==> src/rtl/hpsPkg.sv <==
package hpsPkg;

  // Strobes from control to datapath, one cycle wide each
  typedef struct packed {
    logic reqSuspend;
    logic enterSuspend;
    logic dropSuspend;
    logic swResume;
    logic hwResume;
    logic beginExit;
    logic endResume;
    logic setOcc;
    logic clrOcc;
  } hpsStrobes_t;

  // {enabled, suspended}; any pair with enabled low is disabled
  typedef enum logic [1:0] {
    PS_DISABLED  = 2'b00,
    PS_DIS_ALT   = 2'b01,
    PS_ENABLED   = 2'b10,
    PS_SUSPENDED = 2'b11
  } portState_t;

endpackage

==> src/rtl/hpsOcSync.sv <==
module hpsOcSync #(
  parameter int STAGES = 2
) (
  input  logic clk,
  input  logic rstN,
  input  logic asyncIn,
  output logic levelOut,
  output logic edgeSeen
);
  logic [STAGES-1:0] chain;
  logic              lastLevel;

  genvar g;
  generate
    for (g = 0; g < STAGES; g++) begin : gStage
      if (g == 0) begin : gFirst
        always_ff @(posedge clk) begin
          if (!rstN) chain[0] <= 1'b0;
          else       chain[0] <= asyncIn;
        end
      end else begin : gRest
        always_ff @(posedge clk) begin
          if (!rstN) chain[g] <= 1'b0;
          else       chain[g] <= chain[g-1];
        end
      end
    end
  endgenerate

  always_ff @(posedge clk) begin
    if (!rstN) lastLevel <= 1'b0;
    else       lastLevel <= chain[STAGES-1];
  end

  assign levelOut = chain[STAGES-1];
  assign edgeSeen = chain[STAGES-1] ^ lastLevel;
endmodule

==> src/rtl/hpsControl.sv <==
module hpsControl
  import hpsPkg::*;
#(
  parameter int DATA_W      = 32,
  parameter int SUSP_BIT    = 7,
  parameter int RES_BIT     = 6,
  parameter int OCC_BIT     = 5,
  parameter int SYNC_STAGES = 2
) (
  input  logic              clk,
  input  logic              rstN,
  input  logic              wrEn,
  input  logic [DATA_W-1:0] wrData,
  input  logic              portEnabled,
  input  logic              jToK,
  input  logic              hsIdle,
  input  logic              suspendDone,
  input  logic              ocActive,
  // state fed back from the datapath
  input  logic              suspReq,
  input  logic              suspended,
  input  logic              resume,
  input  logic              exiting,
  output hpsStrobes_t       strobes
);
  logic ocEdge;
  logic ocLevel;
  logic wrSusp;
  logic wrRes;
  logic wrOcc;

  hpsOcSync #(.STAGES(SYNC_STAGES)) uSync (
    .clk     (clk),
    .rstN    (rstN),
    .asyncIn (ocActive),
    .levelOut(ocLevel),
    .edgeSeen(ocEdge)
  );

  assign wrSusp = wrEn & wrData[SUSP_BIT];
  assign wrRes  = wrEn & wrData[RES_BIT];
  assign wrOcc  = wrEn & wrData[OCC_BIT];

  always_comb begin
    strobes = '0;
    // a suspend request only counts on an enabled, idle, non-resuming port
    strobes.reqSuspend   = wrSusp & portEnabled & ~suspended & ~suspReq & ~resume;
    strobes.enterSuspend = suspReq & suspendDone & portEnabled;
    // a software resume wins over a line event in the same cycle: no change flag
    strobes.swResume     = wrRes & portEnabled & ~resume;
    strobes.hwResume     = suspended & jToK & portEnabled & ~resume & ~strobes.swResume;
    strobes.beginExit    = wrEn & ~wrData[RES_BIT] & resume & ~exiting;
    strobes.endResume    = exiting & hsIdle;
    strobes.dropSuspend  = strobes.beginExit | (~portEnabled & (suspended | suspReq));
    strobes.setOcc       = ocEdge;
    strobes.clrOcc       = wrOcc;
  end


  sw_no_hw_chk: assert property (@(posedge clk) disable iff (!rstN)
    strobes.swResume |-> !strobes.hwResume);


  hw_needs_susp_chk: assert property (@(posedge clk) disable iff (!rstN)
    strobes.hwResume |-> suspended);


  oc_edge_chk: assert property (@(posedge clk) disable iff (!rstN)
    (ocLevel != $past(ocLevel)) |-> strobes.setOcc);
endmodule

==> src/rtl/hpsDatapath.sv <==
module hpsDatapath
  import hpsPkg::*;
#(
  parameter int              DATA_W    = 32,
  parameter int              SUSP_BIT  = 7,
  parameter int              RES_BIT   = 6,
  parameter int              OCC_BIT   = 5,
  parameter int              EN_BIT    = 2,
  parameter logic [DATA_W-1:0] RESET_VAL = 32'h0000_3000
) (
  input  logic              clk,
  input  logic              rstN,
  input  hpsStrobes_t       strobes,
  input  logic              portEnabled,
  input  logic              portReset,
  output logic              suspReq,
  output logic              suspended,
  output logic              resume,
  output logic              exiting,
  output logic              occ,
  output logic              changePulse,
  output logic [DATA_W-1:0] regVal,
  output logic              resumeDrive,
  output logic              downstreamBlock
);
  always_ff @(posedge clk) begin
    if (!rstN) begin
      suspReq     <= 1'b0;
      suspended   <= 1'b0;
      resume      <= 1'b0;
      exiting     <= 1'b0;
      occ         <= 1'b0;
      changePulse <= 1'b0;
    end else begin
      if (strobes.dropSuspend || strobes.enterSuspend) suspReq <= 1'b0;
      else if (strobes.reqSuspend)                     suspReq <= 1'b1;

      if (strobes.dropSuspend)       suspended <= 1'b0;
      else if (strobes.enterSuspend) suspended <= 1'b1;

      if (strobes.endResume)                           resume <= 1'b0;
      else if (strobes.swResume || strobes.hwResume)   resume <= 1'b1;

      if (strobes.endResume)      exiting <= 1'b0;
      else if (strobes.beginExit) exiting <= 1'b1;

      // hardware set outranks the software clear
      if (strobes.setOcc)      occ <= 1'b1;
      else if (strobes.clrOcc) occ <= 1'b0;

      changePulse <= strobes.hwResume;
    end
  end

  always_comb begin
    regVal           = RESET_VAL;
    regVal[EN_BIT]   = portEnabled;
    regVal[SUSP_BIT] = suspended;
    regVal[RES_BIT]  = resume;
    regVal[OCC_BIT]  = occ;
  end

  assign resumeDrive     = resume & ~exiting;
  assign downstreamBlock = suspended & ~portReset;


  pulse_single_chk: assert property (@(posedge clk) disable iff (!rstN)
    changePulse |=> !changePulse);


  pulse_with_res_chk: assert property (@(posedge clk) disable iff (!rstN)
    changePulse |-> resume);


  exit_holds_res_chk: assert property (@(posedge clk) disable iff (!rstN)
    exiting |-> resume);


  res_fall_chk: assert property (@(posedge clk) disable iff (!rstN)
    $fell(resume) |-> $past(exiting));


  occ_set_chk: assert property (@(posedge clk) disable iff (!rstN)
    strobes.setOcc |=> occ);


  susp_rise_chk: assert property (@(posedge clk) disable iff (!rstN)
    $rose(suspended) |-> $past(portEnabled) && $past(suspReq));
endmodule

==> src/rtl/hostPortSuspendCtl.sv <==
module hostPortSuspendCtl
  import hpsPkg::*;
#(
  parameter int                DATA_W      = 32,
  parameter int                SUSP_BIT    = 7,
  parameter int                RES_BIT     = 6,
  parameter int                OCC_BIT     = 5,
  parameter int                EN_BIT      = 2,
  parameter int                SYNC_STAGES = 2,
  parameter logic [DATA_W-1:0] RESET_VAL   = 32'h0000_3000
) (
  input  logic              clk,
  input  logic              rstN,
  input  logic              wrEn,
  input  logic [DATA_W-1:0] wrData,
  input  logic              portEnabled,
  input  logic              portReset,
  input  logic              jToK,
  input  logic              hsIdle,
  input  logic              suspendDone,
  input  logic              ocActive,
  output logic [DATA_W-1:0] regVal,
  output logic [1:0]        portState,
  output logic              suspendCmd,
  output logic              resumeDrive,
  output logic              downstreamBlock,
  output logic              portChangePulse
);
  hpsStrobes_t strobes;
  logic suspReq, suspended, resume, exiting, occ, changePulse;
  portState_t stateNow;

  hpsControl #(
    .DATA_W(DATA_W), .SUSP_BIT(SUSP_BIT), .RES_BIT(RES_BIT),
    .OCC_BIT(OCC_BIT), .SYNC_STAGES(SYNC_STAGES)
  ) uCtl (
    .clk(clk), .rstN(rstN), .wrEn(wrEn), .wrData(wrData),
    .portEnabled(portEnabled), .jToK(jToK), .hsIdle(hsIdle),
    .suspendDone(suspendDone), .ocActive(ocActive),
    .suspReq(suspReq), .suspended(suspended), .resume(resume),
    .exiting(exiting), .strobes(strobes)
  );

  hpsDatapath #(
    .DATA_W(DATA_W), .SUSP_BIT(SUSP_BIT), .RES_BIT(RES_BIT),
    .OCC_BIT(OCC_BIT), .EN_BIT(EN_BIT), .RESET_VAL(RESET_VAL)
  ) uDp (
    .clk(clk), .rstN(rstN), .strobes(strobes),
    .portEnabled(portEnabled), .portReset(portReset),
    .suspReq(suspReq), .suspended(suspended), .resume(resume),
    .exiting(exiting), .occ(occ), .changePulse(changePulse),
    .regVal(regVal), .resumeDrive(resumeDrive),
    .downstreamBlock(downstreamBlock)
  );

  assign stateNow        = portState_t'({portEnabled, suspended});
  assign portState       = stateNow;
  assign suspendCmd      = suspReq;
  assign portChangePulse = changePulse;


  block_only_susp_chk: assert property (@(posedge clk) disable iff (!rstN)
    downstreamBlock |-> regVal[SUSP_BIT] && !portReset);


  disable_drops_chk: assert property (@(posedge clk) disable iff (!rstN)
    !portEnabled |=> !suspendCmd);
endmodule

==> config.mk <==
export PLATFORM = sky130hd
export DESIGN_NAME = hostPortSuspendCtl
export DESIGN_NICKNAME = d
export VERILOG_FILES = /design/src/rtl/hpsPkg.sv /design/src/rtl/hpsOcSync.sv /design/src/rtl/hpsControl.sv /design/src/rtl/hpsDatapath.sv /design/src/rtl/hostPortSuspendCtl.sv
export SDC_FILE = /design/constraint.sdc
export NUM_CORES = 1
export LEC_CHECK = 0
export ABC_AREA = 1
export BUFFER_PORTS_ARGS = -buffer_cell sky130_fd_sc_hd__clkbuf_2
export CAP_MARGIN = 20
export CORE_MARGIN = 2
export CORE_UTILIZATION = 33
export CTS_CLUSTER_SIZE = 30
export DETAILED_ROUTE_END_ITERATION = 10
export HOLD_SLACK_MARGIN = 0.05
export MAX_ROUTING_LAYER = met4
export PLACE_DENSITY = 0.78
export SYNTH_ARGS = -nofsm -noshare
export SYNTH_HDL_FRONTEND = slang
export SYNTH_HIERARCHICAL = 1
export SYNTH_SLANG_ARGS = --single-unit
==> constraint.sdc <==
create_clock -name clk -period 1.2 [get_ports clk]
set_input_delay 0.24 -clock clk [delete_from_list [all_inputs] [get_ports clk]]
set_output_delay 0.24 -clock clk [all_outputs]
set_load 0.01 [all_outputs]
==> results.md <==
* Endpoint arrival time on the critical path at about 0.9 ns
* Die H at 50.4 um
* CP startpoint kind: flip-flop
* Final nets at ~170
* Starting DRT DRC Count at 2
* Design Power at between 0.0006 and 0.0007 W
* Ys Warns at 6
* CTS tree: yes
* Pin count of the biggest net entering global routing at 9
* Vias in the first global route at approximately 390
* Root Driver: clkbuf_4
* Congestion Overflow GR at 0
* Pwr per Cell Area at 940 mW/mm^2
* Post-synthesis sequential element count at 9
* Worst Path Max Fanout at 5
* Initial Util at 0.355
* ANT cells at 0
* Setup_tns at 0 ns
* Clock Skews at approximately 0.0012 ns
* Port Buf Inserts at 21
* Share of cells above drive strength 1 at 0.232
* Post-Syn Instances at 110
* # H-tree levels at 1
* Worst-Skew Late Latency at ~0.25 ns
* TritonRoute pass-1 iters at 2
* DR DRC count at 0
* Syn-to-layout area delta at 0%
* Post-layout min period at 1.13 ns
* Post-route ant nets at 0
* Synthesized area at slightly above 700 sq um
* WL/cell at between 5 and 6 um
* Fill cells at roughly 250
* FP Rows at 16
* Leak at between 0.4 and 0.5 nW
* # Max-Cap Violations at 0
* Clock tree sinks at 9
* First-pass GRT wire length at 1.46 mm
* Final GP Congestion at 0.756
* WS Path Type: reg2out
* Part of the cycle the worst path needs at 0.946
* Fin area at 711 sq um
* Ports at a little under 80
* Die width at 50.4 um
* RSZ-0062 raised after global routing: no
* Mapped Avg Cell Area at roughly 6.5 sq um
* Hold-fix buffers, CTS at 0
* Yosys cell types at 12
* Total CTS buffers at 3
* Total core area at about 0.0020 sq mm
* Worst vdd ir at roughly 0.00050 V
* Multi-input gate area at about 280 sq um
* Tot GR Track Use at 0.0774
* Core Util, Final at 0.355
* Final setup violation count at 0
* Initial antenna violation count at 0
* CP endpoint kind: primary output
* Final-report max-slew violation count at 0
* Worst-path clk slew at roughly 0.06 ns
* Vias at about 500
* Maximum clock rate at a little under 0.9 GHz
* Req. time, crit path at around 0.96 ns
* Vias per inst at roughly 3.4
* Outcome: finished, final reports clean
* Seq/Total Area, Yosys at 0.254
* Hold Vio Cnt, Final at 0
* DP HPWL at 804 um
* Clock Path Buffers at 2
* WL final at between 800 and 900 um
* Die area at around 0.0025 sq mm
* Area taken by flip-flops and latches at 188 sq um
* Area after DPL at 677 sq um
* Hold Crit Class: in2reg
metal layers:
metal,track usage,share of wire,wire [um]
met4,0.0135,0,0
met1,0.0838,0.42,372
met2,0.121,0.46,409
met5,-,0,0
met3,0.0506,0.13,112
path summary, 6_finish.rpt:
kind / depth (start not counted) / slack, ns / endpoint / startpoint
min: 3 / 0.17 / uCtl/uSync/chain[0] / ocActive
max reg2reg: 6 / 0.26 / uDp/resume / uDp/resume
max: 3 / 0.07 / resumeDrive / uDp/resume
min reg2reg: 2 / 0.41 / uCtl/uSync/levelOut / uCtl/uSync/chain[0]
area by class of cell:
| type | instances | area share |
|---|---|---|
| multi-input combinational | 69 | 0.387 |
| inverter | 22 | 0.116 |
| tap | 27 | 0.0475 |
| timing repair buffer | 21 | 0.148 |
| clock buffer | 4 | 0.0370 |
| sequential | 9 | 0.264 |
synth_stat cells:
library cell / instances / area, sq um
o21ai_0: 1 / 5.00
nor2_1: 12 / 45.0
a21oi_1: 2 / 10.0
a21oi_2: 1 / 8.76
nand2_1: 21 / 78.8
inv_1: 22 / 82.6
nor2_2: 2 / 12.5
dfxtp_1: 9 / 180
nand3_1: 1 / 5.00
o21ai_1: 1 / 5.00
conb_1: 2 / 7.51
buf_4: 36 / 270
cell usage in the layout (no fill, tap or decap):
| cell | netlist | final |
|---|---|---|
| dfxtp_1 | 9 | 7 |
| nand2_1 | 21 | 21 |
| nand3_1 | 1 | 1 |
| clkbuf_4 | 0 | 3 |
| a21oi_2 | 1 | 1 |
| clkbuf_1 | 0 | 1 |
| conb_1 | 2 | 28 |
| dfxtp_4 | 0 | 2 |
| clkbuf_2 | 0 | 21 |
| nor2_2 | 2 | 2 |
| inv_1 | 22 | 22 |
| a21oi_1 | 2 | 2 |
| o21ai_1 | 1 | 1 |
| o21ai_0 | 1 | 1 |
| nor2_1 | 12 | 12 |
cell families after synthesis:
group / count (synthesis) / share of synthesized area
buffers and inverters: 58 / 0.496
AO/OA/AOI/OAI: 5 / 0.0405
AND/OR/NAND/NOR: 36 / 0.199
other: 2 / 0.0106
flip-flops: 9 / 0.254
worst max-delay path, cell delays in order (launching register included):
cell	delay (ns)
dfxtp_4	0.36
inv_1	0.06
nor2_1	0.09
clkbuf_2	0.14
where the power goes:
| part | total [W] | switching (W) | internal [W] |
|---|---|---|---|
| Clock | 0.000225 | 0.0000975 | 0.000128 |
| Combinational | 0.000126 | 0.0000870 | 0.0000390 |
| Sequential | 0.000317 | 0.00000879 | 0.000308 |
timing repair:
| item | 4_1_cts | 5_1_grt |
|---|---|---|
| buffers inserted | 0 | 0 |
| endpoints found under the hold margin | 0 | 0 |
| endpoints found under the setup margin | 2 | 2 |
| gates resized for setup | 2 | 2 |
registers in the layout, summed over array words and instances (netlist names):
signal	count
uDp/exiting	1
uDp/suspReq	1
uCtl/uSync/lastLevel	1
uDp/resume	1
uDp/occ	1
uCtl/uSync/chain	1
uCtl/uSync/levelOut	1
uDp/changePulse	1
uDp/suspended	1
metrics by stage:
step,setup slack (ns),hold slack (ns),cells
finish,0.0653,0.167,152
global route,0.0118,0.181,152
CTS,0.0360,0.151,152
detailed placement,0.260,0.400,148
global placement,0.247,0.391,148
floorplan,0.334,0.333,136
Note: power is estimated with default switching activity, not from simulation.
